File: src/rtl/dpm_pkg.sv
package dpm_pkg;
  // Strobes from control to datapath
  typedef struct packed {
    logic accept;   // port request taken this cycle
    logic write;    // taken request is a write
    logic scrub;    // write-back of the good word this cycle
  } dpm_strobe_t;
endpackage

File: src/rtl/dpm_datapath.sv
module dpm_datapath
  import dpm_pkg::*;
#(
  parameter int DW = 8,
  parameter int AW = 4,
  parameter int CW = 8
) (
  input  logic              clk,
  input  logic              rstN,
  input  dpm_strobe_t       strb,
  input  logic              primeSel,
  input  logic [AW-1:0]     reqAddr,
  input  logic [DW-1:0]     reqWdata,
  input  logic [DW:0]       bank0Rdata,
  input  logic [DW:0]       bank1Rdata,
  output logic              primeOk,
  output logic              secOk,
  output logic [1:0]        bankEn,
  output logic [1:0]        bankWe,
  output logic [AW-1:0]     bankAddr,
  output logic [DW:0]       bankWdata,
  output logic [DW-1:0]     rspData,
  output logic [CW-1:0]     corrCount
);
  localparam int NB = 2;
  localparam int WW = DW + 1;
  localparam logic [CW-1:0] CNT_MAX = {CW{1'b1}};

  logic [WW-1:0] rdWord [NB];
  logic [NB-1:0] wordOk;
  logic          secSel;
  logic [NB-1:0] failOneHot;
  logic [AW-1:0] pendAddr;

  assign rdWord[0] = bank0Rdata;
  assign rdWord[1] = bank1Rdata;

  // odd parity check per bank
  for (genvar b = 0; b < NB; b++) begin : g_chk
    assign wordOk[b] = ^rdWord[b];
  end

  assign secSel     = ~primeSel;
  assign primeOk    = wordOk[primeSel];
  assign secOk      = wordOk[secSel];
  assign failOneHot = primeSel ? 2'b10 : 2'b01;

  always_comb begin
    if (strb.scrub) begin
      bankEn    = failOneHot;
      bankWe    = failOneHot;
      bankAddr  = pendAddr;
      bankWdata = rdWord[secSel];
    end else begin
      bankEn    = {NB{strb.accept}};
      bankWe    = {NB{strb.accept & strb.write}};
      bankAddr  = reqAddr;
      bankWdata = {~^reqWdata, reqWdata};
    end
  end

  assign rspData = (primeOk || !secOk) ? rdWord[primeSel][DW-1:0]
                                       : rdWord[secSel][DW-1:0];

  always_ff @(posedge clk or negedge rstN) begin
    if (!rstN) begin
      pendAddr  <= '0;
      corrCount <= '0;
    end else begin
      if (strb.accept) pendAddr <= reqAddr;
      if (strb.scrub && corrCount != CNT_MAX) corrCount <= corrCount + 1'b1;
    end
  end
endmodule

File: src/rtl/dpm_ctrl.sv
module dpm_ctrl
  import dpm_pkg::*;
(
  input  logic        clk,
  input  logic        rstN,
  input  logic        reqValid,
  input  logic        reqWrite,
  input  logic        primeOk,
  input  logic        secOk,
  output dpm_strobe_t strb,
  output logic        reqReady,
  output logic        rspValid,
  output logic        rspDoubleErr,
  output logic        primeSel
);
  logic rdPend;
  logic needScrub;

  assign needScrub    = rdPend & ~primeOk & secOk;
  assign reqReady     = ~needScrub;
  assign rspValid     = rdPend;
  assign rspDoubleErr = rdPend & ~primeOk & ~secOk;

  always_comb begin
    strb.accept = reqValid & reqReady;
    strb.write  = reqWrite;
    strb.scrub  = needScrub;
  end

  always_ff @(posedge clk or negedge rstN) begin
    if (!rstN) begin
      rdPend   <= 1'b0;
      primeSel <= 1'b0;
    end else begin
      rdPend   <= strb.accept & ~reqWrite;
      primeSel <= primeSel ^ needScrub;
    end
  end
endmodule

File: src/rtl/duplex_parity_mem.sv
module duplex_parity_mem
  import dpm_pkg::*;
#(
  parameter int DW = 8,
  parameter int AW = 4,
  parameter int CW = 8
) (
  input  logic          clk,
  input  logic          rstN,
  input  logic          reqValid,
  input  logic          reqWrite,
  input  logic [AW-1:0] reqAddr,
  input  logic [DW-1:0] reqWdata,
  output logic          reqReady,
  output logic          rspValid,
  output logic [DW-1:0] rspData,
  output logic          rspDoubleErr,
  output logic [1:0]    bankEn,
  output logic [1:0]    bankWe,
  output logic [AW-1:0] bankAddr,
  output logic [DW:0]   bankWdata,
  input  logic [DW:0]   bank0Rdata,
  input  logic [DW:0]   bank1Rdata,
  output logic          primeSel,
  output logic [CW-1:0] corrCount
);
  dpm_strobe_t strb;
  logic primeOk, secOk;

  dpm_ctrl u_ctrl (
    .clk(clk), .rstN(rstN), .reqValid(reqValid), .reqWrite(reqWrite),
    .primeOk(primeOk), .secOk(secOk), .strb(strb), .reqReady(reqReady),
    .rspValid(rspValid), .rspDoubleErr(rspDoubleErr), .primeSel(primeSel)
  );

  dpm_datapath #(.DW(DW), .AW(AW), .CW(CW)) u_dp (
    .clk(clk), .rstN(rstN), .strb(strb), .primeSel(primeSel),
    .reqAddr(reqAddr), .reqWdata(reqWdata),
    .bank0Rdata(bank0Rdata), .bank1Rdata(bank1Rdata),
    .primeOk(primeOk), .secOk(secOk), .bankEn(bankEn), .bankWe(bankWe),
    .bankAddr(bankAddr), .bankWdata(bankWdata), .rspData(rspData),
    .corrCount(corrCount)
  );
endmodule

File: config.mk
export PLATFORM = sky130hd
export DESIGN_NAME = duplex_parity_mem
export DESIGN_NICKNAME = d
export VERILOG_FILES = /design/src/rtl/dpm_pkg.sv /design/src/rtl/dpm_datapath.sv /design/src/rtl/dpm_ctrl.sv /design/src/rtl/duplex_parity_mem.sv
export SDC_FILE = /design/constraint.sdc
export NUM_CORES = 1
export LEC_CHECK = 0
export ABC_AREA = 1
export BUFFER_PORTS_ARGS = -buffer_cell sky130_fd_sc_hd__clkbuf_2
export CORE_ASPECT_RATIO = 0.75
export CORE_MARGIN = 2
export CORE_UTILIZATION = 30
export CTS_BUF_LIST = sky130_fd_sc_hd__clkbuf_8
export CTS_CLUSTER_SIZE = 16
export DETAILED_ROUTE_END_ITERATION = 8
export PLACE_DENSITY = 0.66
export SLEW_MARGIN = 20
export SYNTH_ARGS = -nofsm -noshare
export SYNTH_HDL_FRONTEND = slang
export SYNTH_SLANG_ARGS = --single-unit
File: constraint.sdc
create_clock -name clk -period 2 [get_ports clk]
set_input_delay 0.1 -clock clk [delete_from_list [all_inputs] [get_ports clk]]
set_output_delay 0.1 -clock clk [all_outputs]
set_load 0.03 [all_outputs]
==> reports/metrics.cfg <==
[run_status]
status=finished, final reports clean

[detailed_routing]
firstDrtPassIters=4
vias=2037
viasPerCell=4.487
post_drt_wl_per_cell_um=10.21
ant_nets=0
post-route-drc-count=0
drtIter0Drc=93
wl_um=4636

[power]
power_switching_mw=1.268
power.share.sequential=0.186
power_per_cell_area_nw_per_um2=1019
clkPwrFrac=0.122
p_sw_frac=0.5654
finalPower_mw=2.242
p_int_mw=0.9742
ir_worst_vdd_v=0.0007018
power_frac_comb=0.692
leakage_nw=1.342

[grt]
grt_pass1_vias=1709
grt_remaining_overflow=0
grt_start_max_net_pins=31
grt_pass1_wl_um=7748
antenna_found_initial=0
grt_usage=0.1450

[setup_path]
r2r_slack_ps=480
cp_num_buf_inv=4
crit_type=reg -> out
startpoint_type=flop
cp_slowest_cell=dfrtp_2
crit_start=u_ctrl.primeSel$_DFF_PN0_
crit_chain=inv_1 > nand3_1 > nand2_2 > nand3_2 > buf_12 > inv_6 > nand2_1 > nand2_1 > clkbuf_2
critPathTopFamily=buffers and inverters
r2r_start=u_dp.corrCount[0]$_DFFE_PN0P_
crit_arrival_ps=1750
cpMostUsedCell=nand2_1
critPathMaxFanout=30
worst-endpoint-required_ps=1900
end_kind=output port
worst_path_largest_cell_delay_ps=450

[cts]
cts_buffer_depth=2
htreeDepth=1
cts_setup_buffers=0
clock_latency_ps=240
clock_sinks=14
clock_tree.root_cell=clkbuf_8
cts_tree=built
clkSlewWorstSetupHoldPaths_ps=60
cts_buffers=3

[die]
fp.coreArea_sq_um=5410
row_count=23
dieArea_sq_um=6275
fp.dieH_um=69.11
die_w_um=90.81
num_io_pins=71
start_util=0.3134

[layout]
fillers=616
final_cells=454
layout_common_cells=nand2_1, clkbuf_2, inv_1, nand3_1, nor2_1
nets=415
multi_input_comb_area_sq_um=1154
post-route-cell-area_sq_um=2200
ff_latch_area_sq_um=351.6
antenna_cells=0
area_delta_synth_final_pct=29.74
final_common_cell=nand2_1
final_core_util=0.4066
drive_gt1_frac=0.2401

[timing]
finalHoldViolations=0
drv_slew=0
slew_headroom=0.7267
worst_slack_ps=148.5
finalSetupTns_ps=0
post-route-period-util=0.9258
skew_ps=1.538
tightest_slew_ps=410.0
max_freq_mhz=540.1
final.min_clock_period_ps=1852
rsz0062_at_grt=no
holdWs_ps=26.30
setup_viol=0

[placed_design]
pre_cts_ws_ps=181.2
place_inst=449
io_buffers=70
place_area_sq_um=2131
gp_congestion=0.8194
post-dp-hpwl_um=3811

[synth]
synth_fp_nets=344
ys_ff_latch=14
synth.yosys.seq_area_share=0.2066
ys_types=23
synthesis.instances=309
avgSynthCellArea_sq_um=5.487
synth.cell_area_sq_um=1695
yosys_warnings=0

[flow_run]
max-cap-violations=0

[worst_hold_path]
hold_path_startpoint=reqWrite
hp-class=in -> reg

==> routing by layer <==
| metal | GRT usage | vias up | part of all wire |
|---|---|---|---|
| li1 | - | 1109 | - |
| met1 | 0.2189 | 874 | 0.51 |
| met2 | 0.2172 | 52 | 0.43 |
| met3 | 0.02951 | 2 | 0.057 |
| met4 | 0.02020 | 0 | 0.0043 |
| met5 | 0 | - | 0 |
==> cell usage after synthesis <==
cell type  count  area share
buf_6          2       0.013
nor2_2         3       0.011
clkbuf_1       5       0.011
ha_1           1      0.0074
nand4_1        8       0.030
inv_2          1      0.0022
inv_1         32       0.071
nand2_1      142        0.31
nand3_2        1      0.0059
o21ai_1       11       0.032
nand2_2        4       0.015
inv_6          1      0.0052
buf_2          2      0.0059
o21ai_0       22       0.065
nand2_4        1      0.0066
dfrtp_1       14        0.21
xor2_1         5       0.026
nand4_2        1      0.0074
clkinv_1       2      0.0044
xnor2_1       10       0.052
nand3_1       22       0.065
nor2_1        18       0.040
and2_1         1      0.0037
==> power groups by stage <==
| stage | combinational (mW) | sequential, mW | clock, mW |
|---|---|---|---|
| 6_report | 1.55 | 0.418 | 0.273 |
| 5_1_grt | 1.72 | 0.431 | 0.294 |
| 4_1_cts | 1.56 | 0.418 | 0.284 |
| 3_5_place_dp | 1.55 | 0.422 | 0 |
| 3_3_place_gp | 1.54 | 0.419 | 0 |
| 2_1_floorplan | 1.08 | 0.482 | 0 |
==> registers in the layout (all words and copies together), names as in the netlist <==
name,cells
u_dp.pendAddr,4
u_ctrl.primeSel,1
u_dp.corrCount,8
u_ctrl.rspValid,1
==> area by class of cell <==
type	count	area share
tap	75	0.04266
inverter	36	0.06371
timing repair buffer	75	0.1843
clock buffer	4	0.02503
sequential	14	0.1598
multi-input combinational	250	0.5245
==> logic make-up (layout without fill, tap and decap cells) <==
kind of cell | after synthesis | count (layout) | synth area share
AO/OA/AOI/OAI | 33 | 33 | 0.09742
XOR/XNOR | 15 | 15 | 0.07749
adder cells (fa/ha/maj) | 1 | 1 | 0.007379
buffers and inverters | 45 | 115 | 0.1129
flip-flops | 14 | 14 | 0.2066
AND/OR/NAND/NOR | 201 | 201 | 0.4982
==> final timing paths <==
kind | end | cells past startpoint
max | bankWe[1] | 9
min | u_ctrl.rspValid$_DFF_PN0_ | 2
max reg2reg | u_dp.corrCount[4]$_DFFE_PN0P_ | 7
min reg2reg | u_dp.pendAddr[1]$_DFFE_PN0P_ | 2
max in group asynchronous | u_ctrl.primeSel$_DFF_PN0_ | 2
min in group asynchronous | u_dp.corrCount[3]$_DFFE_PN0P_ | 2
==> what timing repair did <==
action / CTS / global route
hold endpoints to repair: 14 / 0
setup endpoints to repair: 0 / 8
hold buffers: 1 / 0
resized for setup: 0 / 3
(Power assumes the default switching activity.)
